### src/rtl/alm_cmp_pkg.sv
package alm_cmp_pkg;

  // Bit positions in the time alarm word (shared with the register block)
  localparam int T_SEC_LSB  = 0;
  localparam int T_SEC_EN   = 7;
  localparam int T_MIN_LSB  = 8;
  localparam int T_MIN_EN   = 15;
  localparam int T_HOUR_LSB = 16;
  localparam int T_PM_BIT   = 22;
  localparam int T_HOUR_EN  = 23;

  // Bit positions in the date alarm word
  localparam int C_MON_LSB  = 16;
  localparam int C_MON_EN   = 23;
  localparam int C_DATE_LSB = 24;
  localparam int C_DATE_EN  = 31;

  localparam int SEC_W  = 7;
  localparam int MIN_W  = 7;
  localparam int HOUR_W = 6;
  localparam int MON_W  = 5;
  localparam int DATE_W = 6;
  localparam int LIM_W  = 7;

  // Two-digit BCD legality and range test (tens digit above bit 3).
  function automatic logic bcd_in_range(input logic [LIM_W-1:0] v,
                                        input logic [LIM_W-1:0] lo,
                                        input logic [LIM_W-1:0] hi);
    logic [LIM_W-1:0] bin;
    bin = LIM_W'(v[LIM_W-1:4]) * LIM_W'(10) + LIM_W'(v[3:0]);
    return (v[3:0] <= 4'd9) && (bin >= lo) && (bin <= hi);
  endfunction

endpackage

### src/rtl/alm_field_cmp.sv
module alm_field_cmp
  import alm_cmp_pkg::*;
#(
  parameter int W = 7
) (
  input  logic             clk,
  input  logic             rst_n,
  input  logic             en,
  input  logic [W-1:0]     alm,
  input  logic [W-1:0]     cur,
  input  logic             use_tag,
  input  logic             alm_tag,
  input  logic             cur_tag,
  input  logic [LIM_W-1:0] lo,
  input  logic [LIM_W-1:0] hi,
  output logic             hit,
  output logic             bad
);

  logic legal;
  logic same;

  always_comb begin
    legal = bcd_in_range(LIM_W'(alm), lo, hi);
    same  = (alm == cur) && (!use_tag || (alm_tag == cur_tag));
    bad   = en && !legal;
    hit   = !en || same;
  end

  // an enabled field reporting a hit must really agree with the present value
  hit_needs_equal_chk: assert property (@(posedge clk) disable iff (!rst_n)
    (en && hit) |-> (alm == cur));

  // only an enabled field may flag its word as non-valid
  bad_needs_en_chk: assert property (@(posedge clk) disable iff (!rst_n)
    bad |-> en);

endmodule

### src/rtl/alm_pulse_gen.sv
module alm_pulse_gen (
  input  logic clk,
  input  logic rst_n,
  input  logic tick,
  input  logic fire,
  input  logic tbad,
  input  logic cbad,
  output logic pulse,
  output logic tbad_q,
  output logic cbad_q
);

  logic pulse_d;
  logic tbad_d;
  logic cbad_d;
  logic flag_en;

  always_comb begin
    flag_en = 1'b1;
    pulse_d = tick && fire;
    tbad_d  = tbad;
    cbad_d  = cbad;
  end

  always_ff @(posedge clk or negedge rst_n) begin
    if (!rst_n) begin
      pulse  <= 1'b0;
      tbad_q <= 1'b0;
      cbad_q <= 1'b0;
    end else begin
      pulse <= pulse_d;
      if (flag_en) begin
        tbad_q <= tbad_d;
        cbad_q <= cbad_d;
      end
    end
  end

endmodule

### src/rtl/alarm_cmp_top.sv
module alarm_cmp_top
  import alm_cmp_pkg::*;
(
  input  logic              clk,
  input  logic              rst_n,
  input  logic              hour_mode_12,
  input  logic              sec_tick,
  input  logic [SEC_W-1:0]  cur_sec,
  input  logic [MIN_W-1:0]  cur_min,
  input  logic [HOUR_W-1:0] cur_hour,
  input  logic              cur_pm,
  input  logic [MON_W-1:0]  cur_month,
  input  logic [DATE_W-1:0] cur_date,
  input  logic [31:0]       time_alarm_cfg,
  input  logic [31:0]       cal_alarm_cfg,
  output logic              alarm_pulse,
  output logic              time_alarm_invalid,
  output logic              cal_alarm_invalid
);

  logic [LIM_W-1:0] hr_lo;
  logic [LIM_W-1:0] hr_hi;
  logic sec_hit, min_hit, hr_hit, mon_hit, date_hit;
  logic sec_bad, min_bad, hr_bad, mon_bad, date_bad;
  logic any_en, all_hit, tbad_c, cbad_c, fire;
  logic unused_cfg_bits;

  assign unused_cfg_bits = ^{time_alarm_cfg[31:24], cal_alarm_cfg[15:0],
                             cal_alarm_cfg[22:21], cal_alarm_cfg[30]};

  always_comb begin
    hr_lo = hour_mode_12 ? LIM_W'(1)  : LIM_W'(0);
    hr_hi = hour_mode_12 ? LIM_W'(12) : LIM_W'(23);
  end

  alm_field_cmp #(.W(SEC_W)) u_sec (
    .clk(clk), .rst_n(rst_n), .en(time_alarm_cfg[T_SEC_EN]),
    .alm(time_alarm_cfg[T_SEC_LSB +: SEC_W]), .cur(cur_sec),
    .use_tag(1'b0), .alm_tag(1'b0), .cur_tag(1'b0),
    .lo(LIM_W'(0)), .hi(LIM_W'(59)), .hit(sec_hit), .bad(sec_bad));

  alm_field_cmp #(.W(MIN_W)) u_min (
    .clk(clk), .rst_n(rst_n), .en(time_alarm_cfg[T_MIN_EN]),
    .alm(time_alarm_cfg[T_MIN_LSB +: MIN_W]), .cur(cur_min),
    .use_tag(1'b0), .alm_tag(1'b0), .cur_tag(1'b0),
    .lo(LIM_W'(0)), .hi(LIM_W'(59)), .hit(min_hit), .bad(min_bad));

  alm_field_cmp #(.W(HOUR_W)) u_hour (
    .clk(clk), .rst_n(rst_n), .en(time_alarm_cfg[T_HOUR_EN]),
    .alm(time_alarm_cfg[T_HOUR_LSB +: HOUR_W]), .cur(cur_hour),
    .use_tag(hour_mode_12), .alm_tag(time_alarm_cfg[T_PM_BIT]), .cur_tag(cur_pm),
    .lo(hr_lo), .hi(hr_hi), .hit(hr_hit), .bad(hr_bad));

  alm_field_cmp #(.W(MON_W)) u_month (
    .clk(clk), .rst_n(rst_n), .en(cal_alarm_cfg[C_MON_EN]),
    .alm(cal_alarm_cfg[C_MON_LSB +: MON_W]), .cur(cur_month),
    .use_tag(1'b0), .alm_tag(1'b0), .cur_tag(1'b0),
    .lo(LIM_W'(1)), .hi(LIM_W'(12)), .hit(mon_hit), .bad(mon_bad));

  alm_field_cmp #(.W(DATE_W)) u_date (
    .clk(clk), .rst_n(rst_n), .en(cal_alarm_cfg[C_DATE_EN]),
    .alm(cal_alarm_cfg[C_DATE_LSB +: DATE_W]), .cur(cur_date),
    .use_tag(1'b0), .alm_tag(1'b0), .cur_tag(1'b0),
    .lo(LIM_W'(1)), .hi(LIM_W'(31)), .hit(date_hit), .bad(date_bad));

  always_comb begin
    any_en  = time_alarm_cfg[T_SEC_EN] || time_alarm_cfg[T_MIN_EN] ||
              time_alarm_cfg[T_HOUR_EN] || cal_alarm_cfg[C_MON_EN] ||
              cal_alarm_cfg[C_DATE_EN];
    all_hit = sec_hit && min_hit && hr_hit && mon_hit && date_hit;
    tbad_c  = sec_bad || min_bad || hr_bad;
    cbad_c  = mon_bad || date_bad;
    fire    = any_en && all_hit && !tbad_c && !cbad_c;
  end

  alm_pulse_gen u_pulse (
    .clk(clk), .rst_n(rst_n), .tick(sec_tick), .fire(fire),
    .tbad(tbad_c), .cbad(cbad_c),
    .pulse(alarm_pulse), .tbad_q(time_alarm_invalid), .cbad_q(cal_alarm_invalid));


  pulse_after_tick_chk: assert property (@(posedge clk) disable iff (!rst_n)
    alarm_pulse |-> $past(sec_tick));


  pulse_entries_valid_chk: assert property (@(posedge clk) disable iff (!rst_n)
    alarm_pulse |-> (!time_alarm_invalid && !cal_alarm_invalid));


  pulse_needs_enable_chk: assert property (@(posedge clk) disable iff (!rst_n)
    alarm_pulse |-> $past(any_en));


  pulse_pm_match_chk: assert property (@(posedge clk) disable iff (!rst_n)
    (alarm_pulse && $past(hour_mode_12) && $past(time_alarm_cfg[T_HOUR_EN]))
      |-> ($past(time_alarm_cfg[T_PM_BIT]) == $past(cur_pm)));

endmodule

### config.mk
export PLATFORM = sky130hd
export DESIGN_NAME = alarm_cmp_top
export DESIGN_NICKNAME = d
export VERILOG_FILES = /design/src/rtl/alm_cmp_pkg.sv /design/src/rtl/alm_field_cmp.sv /design/src/rtl/alm_pulse_gen.sv /design/src/rtl/alarm_cmp_top.sv
export SDC_FILE = /design/constraint.sdc
export NUM_CORES = 1
export LEC_CHECK = 0
export BUFFER_PORTS_ARGS = -buffer_cell sky130_fd_sc_hd__buf_2
export CAP_MARGIN = 40
export CORE_ASPECT_RATIO = 0.7
export CORE_UTILIZATION = 43
export CTS_CLUSTER_DIAMETER = 200
export DETAILED_ROUTE_END_ITERATION = 16
export PLACE_DENSITY = 0.87
export SYNTH_ARGS = -nofsm -noshare
export SYNTH_HDL_FRONTEND = slang
export SYNTH_SLANG_ARGS = --single-unit
### constraint.sdc
create_clock -name clk -period 0.8 [get_ports clk]
set_input_delay 0.16 -clock clk [delete_from_list [all_inputs] [get_ports clk]]
set_output_delay 0.16 -clock clk [all_outputs]
set_load 0.005 [all_outputs]
==> results.sh <==
export IMPL_p_sw_share_pct=34.66
export IMPL_synth_top_flop_cell="dfrtp_1"
export IMPL_chipHeight_um=47.87
export IMPL_path_class="in -> reg"
export IMPL_setup_viol=6
export IMPL_synthArstFlopShare_pct=100.0
export IMPL_slew_viol_final=0
export IMPL_grt_pass1_wl_um=5789
export IMPL_drive_gt1_share_pct=51.65
export IMPL_p_leak_nw=1.120
export IMPL_layout_nets=404
export IMPL_crit_path_start_kind="primary input"
export IMPL_vdd_ir_drop_max_mv=0.5851
export IMPL_status="finished with violations"
export IMPL_wl_um=3822
export IMPL_first_global_vias=1497
export IMPL_internal_power_mw=1.237
export IMPL_synth_edf_count=0
export IMPL_hold_path_class="in -> async"
export IMPL_drv_cap=0
export IMPL_grt_max_degree=5
export IMPL_fin_setup_tns_ps=-3035
export IMPL_pwr_share_seq_pct=9.2
export IMPL_max_freq_ghz=0.5178
export IMPL_dieArea_um2=3233
export IMPL_rsz0062_at_grt="true"
export IMPL_via_count=1567
export IMPL_syn_num_nets=278
export IMPL_first_pass_iters=5
export IMPL_track_usage_pct=23.80
export IMPL_gp_congestion=0.8156
export IMPL_htree_levels=1
export IMPL_cellPowerDensity_nw_per_um2=842.8
export IMPL_yosys_area_top_type="ha_1"
export IMPL_fin_util_pct=79.57
export IMPL_numCtsBuffers=3
export IMPL_period_share_pct=241.4
export IMPL_cp_arrival_ps=2010
export IMPL_cts_sinks=3
export IMPL_antenna_cells=0
export IMPL_place_hpwl_um=3174
export IMPL_p_sw_mw=0.6561
export IMPL_period_minus_slack_ps=1931
export IMPL_vias_per_cell=5.071
export IMPL_dr_first_iter_drc_count=36
export IMPL_syn_area_per_cell_um2=8.733
export IMPL_yosysMostFrequentCell="ha_1"
export IMPL_area_delta_synth_final_pct=73.77
export IMPL_critPathMaxFanout=2
export IMPL_io_pins=103
export IMPL_netlist_top_cells_count="ha_1 (26), xnor2_1 (19), xor2_1 (18)"
export IMPL_finalHoldViolations=0
export IMPL_path_clk_slew_ps=30
export IMPL_synth_seq_area_share_pct=5.808
export IMPL_drc=0
export IMPL_cp_required_ps=880
export IMPL_core_rowCount=16
export IMPL_maxSlewHeadroom_pct=75.61
export IMPL_portBuffers=75
export IMPL_worstMarginPinSlew_ps=362.4
export IMPL_violations="setup timing"
export IMPL_postRouteAntennaNets=0
export IMPL_synth_area_um2=1292
export IMPL_clock_tree_buffer_depth=2
export IMPL_start_util_pct=45.79
export IMPL_overflow=0
export IMPL_cts_tree="done"
export IMPL_yosysTopAreaCellShare_pct=25.17
export IMPL_clockPowerShare_pct=23.0
export IMPL_end_kind="register"
export IMPL_ys_types=38
export IMPL_timing_final_ws_setup_ps=-1131
export IMPL_combPwrFrac_pct=67.8
export IMPL_postSynthCellCount=148
export IMPL_wl_per_cell_um=12.37
export IMPL_synthTopCellsByArea="ha_1 (25%), xnor2_1 (13%), xor2_1 (12%), fa_1 (6.2%), dfrtp_1 (5.8%)"
export IMPL_crit_path_end="u_pulse.pulse$_DFF_PN0_"
export IMPL_ys_seq_elements=3
export IMPL_cts_root_buf="clkbuf_8"
export IMPL_core_um2=2823
export IMPL_antenna_found_initial=0
export IMPL_die_w_um=67.53
export IMPL_cp_startpoint="time_alarm_cfg[20]"
export IMPL_yosysWarnings=0
cell usage in the layout (no fill, tap or decap), types with 3 or more instances in the layout:
cell / netlist / routed
nor2_1: 3 / 3
nor3_1: 5 / 4
nand3_1: 8 / 8
xor2_1: 18 / 17
ha_1: 26 / 20
a21oi_1: 6 / 4
o211ai_1: 3 / 3
a21o_1: 3 / 3
inv_1: 10 / 10
clkbuf_8: 0 / 3
buf_4: 0 / 46
buf_2: 0 / 71
ha_4: 0 / 5
o21ai_0: 5 / 4
nand4_1: 3 / 3
nor4_1: 4 / 4
nand2_1: 3 / 3
dfrtp_1: 3 / 3
xnor2_1: 19 / 18
through the flow:
| step | setup slack [ps] | power (mW) | instances | hold WS, ps | cell area [µm²] |
|---|---|---|---|---|---|
| final | -1131 | 1.893 | 309 | 293.5 | 2246 |
| after CTS | -1110 | 1.854 | 308 | 290.2 | 2210 |
| after floorplan | -1202 | 0.7592 | 148 | -135.6 | 1345 |
| after global routing | -1198 | 2.057 | 309 | 312.9 | 2246 |
| after detailed placement | -1458 | 1.339 | 299 | -43.46 | 2066 |
| after global placement | -1402 | 1.296 | 299 | -45.40 | 2066 |
worst min path at each step:
stage | start | to
floorplan | rst_n | u_pulse.cbad_q$_DFF_PN0_
global placement | rst_n | u_pulse.cbad_q$_DFF_PN0_
detailed placement | rst_n | u_pulse.tbad_q$_DFF_PN0_
CTS | rst_n | u_pulse.tbad_q$_DFF_PN0_
global route | rst_n | u_pulse.tbad_q$_DFF_PN0_
finish | rst_n | u_pulse.tbad_q$_DFF_PN0_
power groups by stage:
stage	sequential (mW)	clock (mW)	combinational [mW]
after global placement	0.175	0	1.12
after detailed placement	0.176	0	1.16
after floorplan	0.178	0	0.581
final	0.174	0.436	1.28
after CTS	0.174	0.437	1.24
after global routing	0.175	0.456	1.42
area by class of cell:
| class | instances | area, µm² |
|---|---|---|
| Clock buffer | 4 | 45.04 |
| Tap cell | 36 | 45.04 |
| Multi-Input combinational cell | 135 | 1291 |
| Sequential cell | 3 | 75.07 |
| Timing Repair Buffer | 121 | 752.0 |
| Fill cell | 195 | 576.8 |
| Inverter | 10 | 37.54 |
state kept, by name, summed over array words and instances, names as in the netlist:
name	count
u_pulse.cbad_q	1
u_pulse.pulse	1
u_pulse.tbad_q	1
worst max-delay path, stage by stage:
cell     delay (ps)
buf_8           100
ha_4            160
fa_2            370
xor2_2          160
ha_1            290
and4_1          150
a221o_1         290
o311a_1         130
o32ai_2         120
nor3_2           70
cell families (layout without fill, tap and decap cells):
kind of cell	after synthesis	after routing	share of synthesized area, %
xor+xnor	37	37	25.07
simple gates	35	35	15.39
compound gates	32	32	18.68
fa+ha+maj	31	31	32.14
buf+inv	10	135	2.904
flops	3	3	5.808
repair_timing:
item	CTS	global route
hold endpoints to repair	3	0
hold buffers	1	0
buffers inserted	4	1
endpoints found under the setup margin	6	6
gates resized for setup	12	6
pin swaps	14	1
routing by layer:
layer	up-vias	track usage, %	share of wire (%)
li1	808	-	-
met1	683	29.48	45
met2	74	43.76	48
met3	2	3.571	7.0
met4	0	6.383	0.31
met5	-	0	0
No activity file was read; power rests on OpenSTA's default activity.
